--- config.mk ---
export PLATFORM = sky130hd
export DESIGN_NAME = sckgen_top
export DESIGN_NICKNAME = d
export VERILOG_FILES = /design/src/rtl/sckgen_pkg.sv /design/src/rtl/sckgen_shadow.sv /design/src/rtl/sckgen_phase.sv /design/src/rtl/sckgen_edge.sv /design/src/rtl/sckgen_top.sv
export SDC_FILE = /design/constraint.sdc
export NUM_CORES = 1
export LEC_CHECK = 0
export ABC_AREA = 1
export BUFFER_PORTS_ARGS = -buffer_cell sky130_fd_sc_hd__buf_2
export CAP_MARGIN = 30
export CORE_MARGIN = 2
export CORE_UTILIZATION = 35
export CTS_CLUSTER_DIAMETER = 120
export DETAILED_ROUTE_END_ITERATION = 8
export PLACE_DENSITY = 0.66
export SYNTH_ARGS = -nofsm -noshare
export SYNTH_HDL_FRONTEND = slang
export SYNTH_SLANG_ARGS = --single-unit
--- constraint.sdc ---
create_clock -name clk_i -period 2.2 [get_ports clk_i]
set_input_delay 0.22 -clock clk_i [delete_from_list [all_inputs] [get_ports clk_i]]
set_output_delay 0.22 -clock clk_i [all_outputs]
set_load 0.005 [all_outputs]
--- src/rtl/sckgen_pkg.sv ---
package sckgen_pkg;
  localparam int CNT_W   = 6;
  localparam int CFG_W   = 32;
  localparam int PER_LSB = 0;
  localparam int HI_LSB  = PER_LSB + CNT_W;
  localparam int SEL_BIT = CFG_W - 1;

  typedef struct packed {
    logic             sel;
    logic [CNT_W-1:0] per;
    logic [CNT_W-1:0] hi;
  } sck_cfg_t;

  // Extract fields and clamp to a legal shape (per >= 1, hi < per)
  function automatic sck_cfg_t decode_cfg(logic [CFG_W-1:0] w);
    sck_cfg_t c;
    c.sel = w[SEL_BIT];
    c.per = w[PER_LSB +: CNT_W];
    c.hi  = w[HI_LSB +: CNT_W];
    if (c.per == '0) c.per = CNT_W'(1);
    if (c.hi >= c.per) c.hi = c.per - CNT_W'(1);
    return c;
  endfunction
endpackage

--- src/rtl/sckgen_shadow.sv ---
module sckgen_shadow
  import sckgen_pkg::*;
(
  input  logic             clk_i,
  input  logic             rst_ni,
  input  logic             load_i,
  input  logic [CFG_W-1:0] cfg_word_i,
  output sck_cfg_t         cfg_o
);
  sck_cfg_t cfg_q;

  always_ff @(posedge clk_i or negedge rst_ni) begin
    if (!rst_ni) begin
      cfg_q.sel <= 1'b0;
      cfg_q.per <= CNT_W'(1);
      cfg_q.hi  <= '0;
    end else if (load_i) begin
      cfg_q <= decode_cfg(cfg_word_i);
    end
  end

  assign cfg_o = cfg_q;
endmodule

--- src/rtl/sckgen_phase.sv ---
module sckgen_phase
  import sckgen_pkg::*;
(
  input  logic     clk_i,
  input  logic     rst_ni,
  input  logic     en_i,
  input  sck_cfg_t cfg_i,
  output logic     load_o,
  output logic     sck_o,
  output logic     sck_nxt_o
);
  localparam int EXT_W = CNT_W + 1;

  logic             run_q;
  logic [CNT_W-1:0] cnt_q;
  logic             sck_q;
  logic             wrap;
  logic [EXT_W-1:0] cnt_inc;
  logic [EXT_W-1:0] low_len;
  logic             sck_nxt;

  assign wrap    = run_q && (cnt_q == cfg_i.per);
  assign load_o  = en_i && (!run_q || wrap);
  assign cnt_inc = {1'b0, cnt_q} + EXT_W'(1);
  assign low_len = {1'b0, cfg_i.per - cfg_i.hi};

  always_comb begin
    if (!en_i || !run_q || wrap) sck_nxt = 1'b0;
    else                         sck_nxt = (cnt_inc >= low_len);
  end

  always_ff @(posedge clk_i or negedge rst_ni) begin
    if (!rst_ni) begin
      run_q <= 1'b0;
      cnt_q <= '0;
      sck_q <= 1'b0;
    end else begin
      sck_q <= sck_nxt;
      if (!en_i) begin
        run_q <= 1'b0;
        cnt_q <= '0;
      end else if (!run_q || wrap) begin
        run_q <= 1'b1;
        cnt_q <= '0;
      end else begin
        cnt_q <= cnt_inc[CNT_W-1:0];
      end
    end
  end

  assign sck_o     = sck_q;
  assign sck_nxt_o = sck_nxt;

  assert_idle_low_R2: assert property (@(posedge clk_i) disable iff (!rst_ni)
    !en_i |=> !sck_o);
  assert_start_low_R4: assert property (@(posedge clk_i) disable iff (!rst_ni)
    (en_i && !run_q) |=> !sck_o);
  assert_cnt_in_range_R3: assert property (@(posedge clk_i) disable iff (!rst_ni)
    run_q |-> (cnt_q <= cfg_i.per));
  assert_shadow_hold_R5: assert property (@(posedge clk_i) disable iff (!rst_ni)
    (en_i && run_q && !wrap) |=> $stable(cfg_i));
endmodule

--- src/rtl/sckgen_edge.sv ---
module sckgen_edge (
  input  logic clk_i,
  input  logic rst_ni,
  input  logic sck_i,
  input  logic sck_nxt_i,
  output logic rise_o,
  output logic fall_o
);
  always_ff @(posedge clk_i or negedge rst_ni) begin
    if (!rst_ni) begin
      rise_o <= 1'b0;
      fall_o <= 1'b0;
    end else begin
      rise_o <= sck_nxt_i & ~sck_i;
      fall_o <= ~sck_nxt_i & sck_i;
    end
  end
endmodule

--- src/rtl/sckgen_top.sv ---
module sckgen_top
  import sckgen_pkg::*;
(
  input  logic             clk_i,
  input  logic             rst_ni,
  input  logic             en_i,
  input  logic [CFG_W-1:0] clk_cfg_i,
  output logic             sck_o,
  output logic             sck_rise_o,
  output logic             sck_fall_o,
  output logic             src_sel_o
);
  sck_cfg_t shadow;
  logic     load;
  logic     sck_nxt;

  sckgen_shadow u_shadow (
    .clk_i      (clk_i),
    .rst_ni     (rst_ni),
    .load_i     (load),
    .cfg_word_i (clk_cfg_i),
    .cfg_o      (shadow)
  );

  sckgen_phase u_phase (
    .clk_i     (clk_i),
    .rst_ni    (rst_ni),
    .en_i      (en_i),
    .cfg_i     (shadow),
    .load_o    (load),
    .sck_o     (sck_o),
    .sck_nxt_o (sck_nxt)
  );

  sckgen_edge u_edge (
    .clk_i     (clk_i),
    .rst_ni    (rst_ni),
    .sck_i     (sck_o),
    .sck_nxt_i (sck_nxt),
    .rise_o    (sck_rise_o),
    .fall_o    (sck_fall_o)
  );

  assign src_sel_o = shadow.sel;

  assert_rise_tracks_R7: assert property (@(posedge clk_i) disable iff (!rst_ni)
    $rose(sck_o) |-> sck_rise_o);
  assert_fall_tracks_R7: assert property (@(posedge clk_i) disable iff (!rst_ni)
    $fell(sck_o) |-> sck_fall_o);
  assert_rise_valid_R7: assert property (@(posedge clk_i) disable iff (!rst_ni)
    sck_rise_o |-> sck_o);
  assert_fall_valid_R7: assert property (@(posedge clk_i) disable iff (!rst_ni)
    sck_fall_o |-> !sck_o);
endmodule

==> report_table.html, run 1 <==
<table>
<tr><th>Metric</th><th>Value</th></tr>
<tr><th colspan="2">STA</th></tr>
<tr><td>Number of pins exceeding their max-slew limit in the final report</td><td>0</td></tr>
<tr><td>RSZ-0062 raised after global routing</td><td>yes</td></tr>
<tr><td>Max Clock Freq</td><td>438 MHz</td></tr>
<tr><td>Worst-margin pin slew</td><td>approximately 0.52 ns</td></tr>
<tr><td>Number of endpoints failing setup at the final stage</td><td>3</td></tr>
<tr><td>Final hold vios</td><td>0</td></tr>
<tr><td>Post-Route Skew</td><td>a little over 0.006 ns</td></tr>
<tr><td>Final worst-path cycle share</td><td>104%</td></tr>
<tr><td>TNS Setup</td><td>-0.218 ns</td></tr>
<tr><td>Max transition margin</td><td>roughly two thirds</td></tr>
<tr><td>Minimum clock period</td><td>around 2.3 ns</td></tr>
<tr><td>Worst-case setup margin in the final layout</td><td>-0.0808 ns</td></tr>
<tr><th colspan="2">CTS</th></tr>
<tr><td>CTS tree</td><td>yes</td></tr>
<tr><td>Cts bufs inserted</td><td>3</td></tr>
<tr><td>Clock latency of the later-clocked register in the worst-skew pair</td><td>between 0.2 and 0.3 ns</td></tr>
<tr><td>Worst-case clock buffer depth</td><td>2</td></tr>
<tr><td># clock sinks</td><td>23</td></tr>
<tr><td>Clock tree root buffer cell</td><td>sky130_fd_sc_hd__clkbuf_8</td></tr>
<tr><td>Number of H-tree branching levels</td><td>1</td></tr>
<tr><td>Post-CTS clock slew at the launch and capture registers of the worst setup and hold paths</td><td>around 0.090 ns</td></tr>
<tr><th colspan="2">Logic synthesis</th></tr>
<tr><td>Main combinational cell family by area after synthesis</td><td>simple AND/OR/NAND/NOR gates</td></tr>
<tr><td>Mapped Avg Cell Area</td><td>between 7 and 8 um^2</td></tr>
<tr><td>Post-synthesis cell area</td><td>around 1800 um^2</td></tr>
<tr><td>Total nets after synthesis</td><td>approximately 290</td></tr>
<tr><td>Compound-gate portion of the synthesized area</td><td>about 8.3%</td></tr>
<tr><td>Number of synthesized register bits</td><td>23</td></tr>
<tr><td>Count of different cell masters after synthesis</td><td>24</td></tr>
<tr><td>Count of warnings emitted by yosys</td><td>0</td></tr>
<tr><td>Synthesized-area fraction occupied by and/or/nand/nor cells</td><td>27.7%</td></tr>
<tr><td>Multiplexer share of the synthesized area</td><td>0%</td></tr>
<tr><td>Gate count of the mapped netlist</td><td>236</td></tr>
<tr><td>XOR/XNOR Fraction of Synth Area</td><td>roughly 5%</td></tr>
<tr><td>Sequential share of the synthesized area</td><td>32.9%</td></tr>
<tr><td>Post-synthesis adder-cell area fraction</td><td>approximately 15%</td></tr>
<tr><th colspan="2">Cells and area</th></tr>
<tr><td>Cell Count, Final, Fillers Out</td><td>around 340</td></tr>
<tr><td>Area growth from synthesis to layout</td><td>19.6%</td></tr>
<tr><td>Layout filler cell count</td><td>about 500</td></tr>
<tr><td>Top library cells by usage in the layout, fill and taps aside</td><td>69 x sky130_fd_sc_hd__nand2_1, 39 x sky130_fd_sc_hd__inv_1, 22 x sky130_fd_sc_hd__dfrtp_1, 19 x sky130_fd_sc_hd__buf_2, 18 x sky130_fd_sc_hd__ha_1</td></tr>
<tr><td>Final #Nets</td><td>327</td></tr>
<tr><td>Share of post-route cells with drive strength above 1</td><td>between 20% and 30%</td></tr>
<tr><td>Most common cell after layout, fill and taps aside</td><td>sky130_fd_sc_hd__nand2_1</td></tr>
<tr><td>Final cell utilization of the core</td><td>~44%</td></tr>
<tr><td>Antenna cell count</td><td>0</td></tr>
<tr><td>Final Cell Area</td><td>2090 um^2</td></tr>
<tr><th colspan="2">Setup path</th></tr>
<tr><td>Worst setup path start</td><td>u_shadow.cfg_o[0]$_DFFE_PN0P_</td></tr>
<tr><td>Worst endpoint data arrival time</td><td>2.44 ns</td></tr>
<tr><td>Critical path's largest stage delay</td><td>between 0.4 and 0.5 ns</td></tr>
<tr><td>Ordered cell list for the critical path</td><td>ha_4, inv_2, fa_2, a21oi_2, o21ai_1, xnor2_1, ha_1, a21o_1, nand3_1, nand2_1, inv_1, nand3_2, nand2_2, nor2_1</td></tr>
<tr><td>Max FO, Critical Path</td><td>3</td></tr>
<tr><td>Slack of the worst reg-to-reg path</td><td>-0.08 ns</td></tr>
<tr><td>RR Endpoint</td><td>u_edge.rise_o$_DFF_PN0_</td></tr>
<tr><td>Endpoint of the most critical setup path</td><td>u_edge.rise_o$_DFF_PN0_</td></tr>
<tr><td>Critical Path Source Type</td><td>flip-flop</td></tr>
<tr><td>Library cell contributing the largest single delay on the critical path</td><td>sky130_fd_sc_hd__dfrtp_1</td></tr>
<tr><td>Endpoint required time on the critical path</td><td>~2.4 ns</td></tr>
<tr><td>Crit end category</td><td>flip-flop</td></tr>
<tr><td>Startpoint of the most critical register-to-register path</td><td>u_shadow.cfg_o[0]$_DFFE_PN0P_</td></tr>
<tr><td>Path depth of the worst reg2reg path</td><td>14</td></tr>
<tr><td>Category of the most critical setup path</td><td>reg -&gt; reg</td></tr>
<tr><th colspan="2">Run status</th></tr>
<tr><td>Violations in the final reports</td><td>negative setup slack</td></tr>
<tr><td>Run status</td><td>complete, but fails checks</td></tr>
<tr><th colspan="2">Placed design</th></tr>
<tr><td>Number of buffers inserted by port buffering</td><td>19</td></tr>
<tr><td>Routability congestion estimate</td><td>0.731</td></tr>
<tr><td>Placement-stage cell area</td><td>between 1500 and 2000 um^2</td></tr>
<tr><td>Detailed-placement wirelength estimate</td><td>~2.6 mm</td></tr>
<tr><td>Placed Instances</td><td>around 330</td></tr>
<tr><th colspan="2">Job</th></tr>
<tr><td>Max Cap Viol</td><td>0</td></tr>
<tr><th colspan="2">Route</th></tr>
<tr><td>Final routed wirelength across all metal layers</td><td>~3.3 mm</td></tr>
<tr><td>Iter 0 DRT Violations</td><td>33</td></tr>
<tr><td>Remaining antenna violation count</td><td>0</td></tr>
<tr><td>Avg WL per Cell</td><td>just under 10 um</td></tr>
<tr><td>Count of unresolved DRC violations after routing</td><td>0</td></tr>
<tr><td>Router iterations before antenna repair</td><td>4</td></tr>
<tr><td>Vias post-DR</td><td>~1,500</td></tr>
<tr><td>Drt via density</td><td>4.35</td></tr>
<tr><th colspan="2">Global routing</th></tr>
<tr><td>Global-route wire length before repair</td><td>between 5 and 6 mm</td></tr>
<tr><td>Combined global-route utilization of all metal layers</td><td>a little over an eighth</td></tr>
<tr><td>Pin count of the biggest net entering global routing</td><td>24</td></tr>
<tr><td>Via count of the first global-routing pass</td><td>between 1,000 and 1,500</td></tr>
<tr><td>Congestion Overflow GR</td><td>0</td></tr>
<tr><td>Number of antenna violations at the first check in global routing</td><td>0</td></tr>
<tr><th colspan="2">Power and ir drop</th></tr>
<tr><td>Power Density</td><td>713 nW/um^2</td></tr>
<tr><td>Leakage component of the power</td><td>0.00118 uW</td></tr>
<tr><td>IR Drop Worst-Case VDD</td><td>between 0.2 and 0.3 mV</td></tr>
<tr><th colspan="2">Floorplanning</th></tr>
<tr><td>Initial standard-cell utilization of the core</td><td>36.6%</td></tr>
<tr><td>Die Span X</td><td>74.7 um</td></tr>
<tr><td>Std-Cell Rows</td><td>25</td></tr>
<tr><td>Number of primary I/O pins</td><td>39</td></tr>
<tr><td>Total die area</td><td>roughly 5600 um^2</td></tr>
<tr><td>Die Y-Extent</td><td>about 75 um</td></tr>
<tr><td>Core Area</td><td>between 4000 and 5000 um^2</td></tr>
<tr><th colspan="2">Worst hold path</th></tr>
<tr><td>Path type of the worst min-delay path</td><td>in -&gt; reg</td></tr>
</table>
## per-layer routing
layer	up-vias	part of all wire [%]	GRT usage (%)
li1	805	-	-
met1	641	49	17.0
met2	21	47	23.8
met3	4	2.9	2.54
met4	0	1.1	4.76
met5	-	0	0
## power breakdown
group	internal [uW]	switching, uW
clock	128	143
combinational	337	362
sequential	480	42.7
total	945	548
## how the worst min path moves through the flow
stage	start	end	slack, ns	cells after the start
after floorplan	rst_ni	u_edge.fall_o$_DFF_PN0_	-0.08	0
final	en_i	u_phase.run_q$_DFFE_PN0P_	0.17	1
after CTS	en_i	u_phase.run_q$_DFFE_PN0P_	0.16	1
after global routing	en_i	u_phase.run_q$_DFFE_PN0P_	0.16	1
after global placement	rst_ni	u_phase.cnt_q[4]$_DFF_PN0_	0.23	1
after detailed placement	rst_ni	u_phase.cnt_q[5]$_DFF_PN0_	0.23	1
## sequential cells by signal, indices dropped and copies added (netlist names)
signal and cells:
u_edge.rise_o 1, u_edge.fall_o 1, u_phase.run_q 1, u_phase.sck_o 1, u_shadow.cfg_o 13, u_phase.cnt_q 6
## Yosys cell counts (all sizes together)
master,n,area (um^2)
dfstp,1,26.3
dfrtp,22,551
xnor2,3,26.3
nand4,4,25.0
xor2,7,61.3
o31ai,1,7.51
a21oi,7,35.0
fa,1,20.0
buf,3,30.0
nand3,19,100
a31oi,1,6.26
ha,19,238
clkbuf,1,3.75
inv,44,165
nand2,72,285
nor2,18,75.1
a21o,2,15.0
o21ai,11,81.3
## kinds of logic (layout without fill, tap and decap cells)
kind of cell,after synthesis,in the layout
AO/OA/AOI/OAI,22,22
XOR/XNOR,10,10
adder cells (fa/ha/maj),20,20
buffers and inverters,48,83
flip-flops,23,23
AND/OR/NAND/NOR,113,113
## stage by stage
step	hold WS [ns]	setup WS, ns	power (uW)
after floorplan	-0.0756	0.00369	970
after global placement	0.227	-0.161	1160
after detailed placement	0.229	-0.164	1170
after CTS	0.162	-0.0813	1500
after global routing	0.163	-0.261	1630
final	0.175	-0.0808	1490
## area by class of cell
| type | count | area (um^2) | area share, % |
|---|---|---|---|
| Inverter | 44 | 165 | 7.89 |
| Tap cell | 67 | 83.8 | 4.00 |
| Sequential cell | 23 | 577 | 27.5 |
| Clock inverter | 1 | 7.51 | 0.358 |
| Multi-Input combinational cell | 165 | 1000 | 47.8 |
| Timing Repair Buffer | 35 | 218 | 10.4 |
| Clock buffer | 3 | 41.3 | 1.97 |
## what timing repair did
item                       CTS  global route
hold endpoints to repair    22             0
buffers inserted             2             0
resized for setup            8             0
hold buffers                 1             0
pin swaps                    1             2
setup endpoints to repair    3             3
## critical path, delay by kind of cell, from the launching register on
family,cells,cell delay (ns)
xor gates and xnor gates,1,0.18
buffers and inverters,2,0.10
and+or+nand+nor,5,0.33
DFF,1,0.43
adders and majority gates,3,0.78
AOI/OAI and AO/OA,3,0.37
Power figures use the tool's default switching activity.
==> inputs of run 2 (changes only) <==
--- a/config.mk
+++ b/config.mk
@@ -5,9 +5,9 @@
 export SDC_FILE = /design/constraint.sdc
 export NUM_CORES = 1
 export LEC_CHECK = 0
-export ABC_AREA = 1
 export BUFFER_PORTS_ARGS = -buffer_cell sky130_fd_sc_hd__buf_2
 export CAP_MARGIN = 30
+export CORE_ASPECT_RATIO = 1.5
 export CORE_MARGIN = 2
 export CORE_UTILIZATION = 35
 export CTS_CLUSTER_DIAMETER = 120
==> run 2 against run 1 <==
Effect of this change: global-route usage down 0.33 points; highest routed layer unchanged; maximum frequency down 2.5%; final cell count down 29%; clock-buffer cell count rose by 1; flip-flop and latch count unchanged; combinational power shrank 3.1%; die area is 7.5% lower; area after synthesis down 8.1%; the run still ends with negative setup slack left; critical endpoint is now u_edge.fall_o$_DFF_PN0_; routed wire length decreased by 6.2%; hold slack got worse by 0.030 ns.
==> report_table.html, run 2 <==
<table>
<tr><th>Metric</th><th>Value</th></tr>
<tr><th colspan="2">CTS</th></tr>
<tr><td>Clock latency of the later-clocked register in the worst-skew pair</td><td>0.26 ns (was 0.27 ns)</td></tr>
<tr><td>Number of H-tree branching levels</td><td>1 (unchanged)</td></tr>
<tr><td>Clock tree root buffer cell</td><td>sky130_fd_sc_hd__clkbuf_8 (unchanged)</td></tr>
<tr><td>Cts bufs inserted</td><td>3 (unchanged)</td></tr>
<tr><td># clock sinks</td><td>23 (unchanged)</td></tr>
<tr><td>Post-CTS clock slew at the launch and capture registers of the worst setup and hold paths</td><td>0.08 ns (was 0.09 ns)</td></tr>
<tr><td>Worst-case clock buffer depth</td><td>2 (unchanged)</td></tr>
<tr><td>CTS tree</td><td>yes (unchanged)</td></tr>
<tr><th colspan="2">Floorplanning</th></tr>
<tr><td>Number of primary I/O pins</td><td>39 (unchanged)</td></tr>
<tr><td>Core Area</td><td>4470 um^2 (was 4790 um^2)</td></tr>
<tr><td>Initial standard-cell utilization of the core</td><td>36.0% (was 36.6%)</td></tr>
<tr><td>Die Span X</td><td>59.4 um (was 74.7 um)</td></tr>
<tr><td>Total die area</td><td>5170 um^2 (was 5590 um^2)</td></tr>
<tr><td>Std-Cell Rows</td><td>30 (was 25)</td></tr>
<tr><td>Die Y-Extent</td><td>87.0 um (was 74.7 um)</td></tr>
<tr><th colspan="2">Setup path</th></tr>
<tr><td>Category of the most critical setup path</td><td>reg -&gt; reg (unchanged)</td></tr>
<tr><td>Most frequent cell on the critical path</td><td>sky130_fd_sc_hd__inv_1</td></tr>
<tr><td>Endpoint required time on the critical path</td><td>2.41 ns (was 2.36 ns)</td></tr>
<tr><td>Worst endpoint data arrival time</td><td>2.55 ns (was 2.44 ns)</td></tr>
<tr><td>Crit end category</td><td>flip-flop (unchanged)</td></tr>
<tr><td>Critical path's largest stage delay</td><td>0.53 ns (was 0.43 ns)</td></tr>
<tr><td>Critical Path Source Type</td><td>flip-flop (unchanged)</td></tr>
<tr><td>Library cell contributing the largest single delay on the critical path</td><td>sky130_fd_sc_hd__dfstp_2 (was sky130_fd_sc_hd__dfrtp_1)</td></tr>
<tr><td>Max FO, Critical Path</td><td>3 (unchanged)</td></tr>
<tr><td>Ordered cell list for the critical path</td><td>inv_1, ha_2, inv_2, fa_2, inv_1, ha_1, a21o_1, a211o_1, a21oi_2, o21a_1 (was ha_4, inv_2, fa_2, a21oi_2, o21ai_1, xnor2_1, ha_1, a21o_1, nand3_1, nand2_1, inv_1, nand3_2, nand2_2, nor2_1)</td></tr>
<tr><th colspan="2">Placed design</th></tr>
<tr><td>Placement-stage cell area</td><td>1890 um^2 (was 1990 um^2)</td></tr>
<tr><td>Detailed-placement wirelength estimate</td><td>2.46 mm (was 2.56 mm)</td></tr>
<tr><td>Placed Instances</td><td>234 (was 331)</td></tr>
<tr><td>Post-Place Worst Slack</td><td>-0.240 ns (was -0.164 ns)</td></tr>
<tr><td>Number of buffers inserted by port buffering</td><td>19 (unchanged)</td></tr>
<tr><td>Routability congestion estimate</td><td>0.757 (was 0.731)</td></tr>
<tr><th colspan="2">Route</th></tr>
<tr><td>Final routed wirelength across all metal layers</td><td>3.09 mm (was 3.30 mm)</td></tr>
<tr><td>Vias post-DR</td><td>1,186 (was 1,471)</td></tr>
<tr><td>Remaining antenna violation count</td><td>0 (unchanged)</td></tr>
<tr><td>Drt via density</td><td>4.92 (was 4.35)</td></tr>
<tr><td>Router iterations before antenna repair</td><td>4 (unchanged)</td></tr>
<tr><td>Avg WL per Cell</td><td>12.8 um (was 9.76 um)</td></tr>
<tr><td>Iter 0 DRT Violations</td><td>7 (was 33)</td></tr>
<tr><td>Count of unresolved DRC violations after routing</td><td>0 (unchanged)</td></tr>
<tr><th colspan="2">Cells and area</th></tr>
<tr><td>Final cell utilization of the core</td><td>45.7% (was 43.8%)</td></tr>
<tr><td>Storage element area</td><td>577 um^2 (unchanged)</td></tr>
<tr><td>Share of post-route cells with drive strength above 1</td><td>35.8% (was 22.9%)</td></tr>
<tr><td>Final Cell Area</td><td>2040 um^2 (was 2090 um^2)</td></tr>
<tr><td>Antenna cell count</td><td>0 (unchanged)</td></tr>
<tr><td>Top library cells by usage in the layout, fill and taps aside</td><td>22 x sky130_fd_sc_hd__dfrtp_1, 19 x sky130_fd_sc_hd__buf_2, 19 x sky130_fd_sc_hd__buf_4, 17 x sky130_fd_sc_hd__ha_1, 15 x sky130_fd_sc_hd__inv_1 (was 69 x sky130_fd_sc_hd__nand2_1, 39 x sky130_fd_sc_hd__inv_1, 22 x sky130_fd_sc_hd__dfrtp_1, 19 x sky130_fd_sc_hd__buf_2, 18 x sky130_fd_sc_hd__ha_1)</td></tr>
<tr><td>Cell Count, Final, Fillers Out</td><td>241 (was 338)</td></tr>
<tr><td>Final #Nets</td><td>249 (was 327)</td></tr>
<tr><td>Total area of multi-input combinational cells</td><td>1050 um^2 (was 1000 um^2)</td></tr>
<tr><td>Area growth from synthesis to layout</td><td>26.9% (was 19.6%)</td></tr>
<tr><td>Flip-flop count of the largest register, all copies and words added</td><td>13 (unchanged)</td></tr>
<tr><td>Layout filler cell count</td><td>435 (was 515)</td></tr>
<tr><td>Most common cell after layout, fill and taps aside</td><td>sky130_fd_sc_hd__dfrtp_1 (was sky130_fd_sc_hd__nand2_1)</td></tr>
<tr><th colspan="2">STA</th></tr>
<tr><td>TNS Setup</td><td>-0.369 ns (was -0.218 ns)</td></tr>
<tr><td>Worst-case setup margin in the final layout</td><td>-0.140 ns (was -0.0808 ns)</td></tr>
<tr><td>Final worst-path cycle share</td><td>106% (was 104%)</td></tr>
<tr><td>Worst-margin pin slew</td><td>0.520 ns (was 0.516 ns)</td></tr>
<tr><td>Max transition margin</td><td>65.3% (was 65.6%)</td></tr>
<tr><td>Post-Route Skew</td><td>0.00180 ns (was 0.00618 ns)</td></tr>
<tr><td>Number of pins exceeding their max-slew limit in the final report</td><td>0 (unchanged)</td></tr>
<tr><td>RSZ-0062 raised after global routing</td><td>yes (unchanged)</td></tr>
<tr><td>Final hold vios</td><td>0 (unchanged)</td></tr>
<tr><td>Number of endpoints failing setup at the final stage</td><td>3 (unchanged)</td></tr>
<tr><td>Minimum clock period</td><td>2.34 ns (was 2.28 ns)</td></tr>
<tr><td>Max Clock Freq</td><td>427 MHz (was 438 MHz)</td></tr>
<tr><th colspan="2">Global routing</th></tr>
<tr><td>Peak-usage layer in the global routing report</td><td>met2 (unchanged)</td></tr>
<tr><td>Pin count of the biggest net entering global routing</td><td>24 (unchanged)</td></tr>
<tr><td>Global-route wire length before repair</td><td>5.12 mm (was 5.93 mm)</td></tr>
<tr><td>GRT met3 Usage</td><td>2.67% (was 2.54%)</td></tr>
<tr><td>Number of antenna violations at the first check in global routing</td><td>0 (unchanged)</td></tr>
<tr><td>M1 GR Usage</td><td>14.6% (was 17.0%)</td></tr>
<tr><td>Combined global-route utilization of all metal layers</td><td>13.4% (was 13.7%)</td></tr>
<tr><td>GR Layer Usage met2</td><td>23.3% (was 23.8%)</td></tr>
<tr><td>Congestion Overflow GR</td><td>0 (unchanged)</td></tr>
<tr><td>Via count of the first global-routing pass</td><td>1,151 (was 1,446)</td></tr>
<tr><th colspan="2">Logic synthesis</th></tr>
<tr><td>Post-synthesis cell area</td><td>1610 um^2 (was 1750 um^2)</td></tr>
<tr><td>Top cells by area, synth</td><td>sky130_fd_sc_hd__dfrtp_1 34%, sky130_fd_sc_hd__ha_1 15%, sky130_fd_sc_hd__mux2i_1 6.2% (was sky130_fd_sc_hd__dfrtp_1 31%, sky130_fd_sc_hd__nand2_1 15%, sky130_fd_sc_hd__ha_1 14%)</td></tr>
<tr><td>Top-area cell type share of the netlist area</td><td>34.2% (was 31.4%)</td></tr>
<tr><td>Mapped Avg Cell Area</td><td>10.6 um^2 (was 7.42 um^2)</td></tr>
<tr><td>Count of warnings emitted by yosys</td><td>0 (unchanged)</td></tr>
<tr><td>Top cell type by total area after synthesis</td><td>sky130_fd_sc_hd__dfrtp_1 (unchanged)</td></tr>
<tr><td>Sequential share of the synthesized area</td><td>35.8% (was 32.9%)</td></tr>
<tr><td>EDFF count, synth</td><td>0 (unchanged)</td></tr>
<tr><td>Prevailing post-synth register cell</td><td>sky130_fd_sc_hd__dfrtp_1 (unchanged)</td></tr>
<tr><td>Total nets after synthesis</td><td>207 (was 291)</td></tr>
<tr><td>Most instantiated library cell after synthesis</td><td>sky130_fd_sc_hd__dfrtp_1 (was sky130_fd_sc_hd__nand2_1)</td></tr>
<tr><td>Asr flop ratio synth</td><td>100% (unchanged)</td></tr>
<tr><td>Count of different cell masters after synthesis</td><td>36 (was 24)</td></tr>
<tr><td>List of most frequent post-synthesis cells</td><td>22 x sky130_fd_sc_hd__dfrtp_1, 19 x sky130_fd_sc_hd__ha_1, 17 x sky130_fd_sc_hd__inv_1 (was 70 x sky130_fd_sc_hd__nand2_1, 41 x sky130_fd_sc_hd__inv_1, 22 x sky130_fd_sc_hd__dfrtp_1)</td></tr>
<tr><td>Number of synthesized register bits</td><td>23 (unchanged)</td></tr>
<tr><td>Gate count of the mapped netlist</td><td>152 (was 236)</td></tr>
<tr><th colspan="2">Power and ir drop</th></tr>
<tr><td>Power Density</td><td>711 nW/um^2 (was 713 nW/um^2)</td></tr>
<tr><td>Leakage component of the power</td><td>0.00107 uW (was 0.00118 uW)</td></tr>
<tr><td>IR Drop Worst-Case VDD</td><td>0.330 mV (was 0.271 mV)</td></tr>
<tr><th colspan="2">Worst hold path</th></tr>
<tr><td>Path type of the worst min-delay path</td><td>in -&gt; reg (unchanged)</td></tr>
<tr><th colspan="2">Run status</th></tr>
<tr><td>Violations in the final reports</td><td>negative setup slack (unchanged)</td></tr>
<tr><td>Run status</td><td>complete, but fails checks (unchanged)</td></tr>
<tr><th colspan="2">Job</th></tr>
<tr><td>Max Cap Viol</td><td>0 (unchanged)</td></tr>
</table>
[run 2: worst max-delay path, delay by kind of cell (launching register included)]
| family | cells | cell delay, ns |
|---|---|---|
| compound gates | 4 | 0.74 |
| fa+ha+maj | 3 | 0.83 |
| buf+inv | 3 | 0.18 |
| flops | 1 | 0.53 |
[run 2: cell type report]
class,count,share of cell area [%]
Inverter,17,3.12
Sequential cell,23,28.2
Tap cell,48,2.94
Timing Repair Buffer,39,12.1
Multi-Input combinational cell,110,51.3
Clock buffer,4,2.21
[run 2: logic make-up after synthesis]
logic type / count (synthesis) / share of synthesized area [%]
buf+inv: 19 / 4.90
flops: 23 / 35.8
fa+ha+maj: 20 / 16.0
compound gates: 25 / 11.7
xor+xnor: 16 / 8.71
simple gates: 32 / 10.6
mux: 17 / 12.3
[run 2: repair_timing]
action,in CTS,in global routing
setup buffers,1,1
setup endpoints to repair,3,8
pin swaps,4,10
endpoints found under the hold margin,22,0
hold buffers,1,0
gates resized for setup,4,13
[run 2: stage by stage]
| stage | total power [uW] | hold WS, ns |
|---|---|---|
| after floorplan | 923 | -0.0756 |
| after global placement | 1090 | 0.224 |
| after detailed placement | 1110 | 0.227 |
| after CTS | 1410 | 0.138 |
| after global routing | 1570 | 0.142 |
| final | 1450 | 0.144 |
[run 2: path summary, 6_finish.rpt]
check                                               from                            end  slack (ns)  cells after the start
min in group asynchronous                         rst_ni     u_phase.cnt_q[0]$_DFF_PN0_        0.46                      2
max reg2reg                u_shadow.cfg_o[6]$_DFFE_PN1P_        u_edge.fall_o$_DFF_PN0_       -0.14                     10
min reg2reg                      u_phase.sck_o$_DFF_PN0_        u_edge.rise_o$_DFF_PN0_        0.46                      1
min                                                 en_i      u_phase.run_q$_DFFE_PN0P_        0.14                      1
max in group asynchronous                         rst_ni  u_shadow.cfg_o[6]$_DFFE_PN1P_        1.38                      2
max                        u_shadow.cfg_o[6]$_DFFE_PN1P_        u_edge.fall_o$_DFF_PN0_       -0.14                     10
[run 2: power by group]
part           leakage (uW)  switching [uW]  internal (uW)
sequential         0.000287            34.0            477
clock             0.0000228             133            129
combinational      0.000756             316            361
[run 2: metal layers]
layer	share of wire, %	vias to the layer above	routed length, um
met5	0	-	0
met4	2.9	0	90
met2	55	22	1690
met3	2.8	8	87
li1	-	610	-
met1	40	546	1230
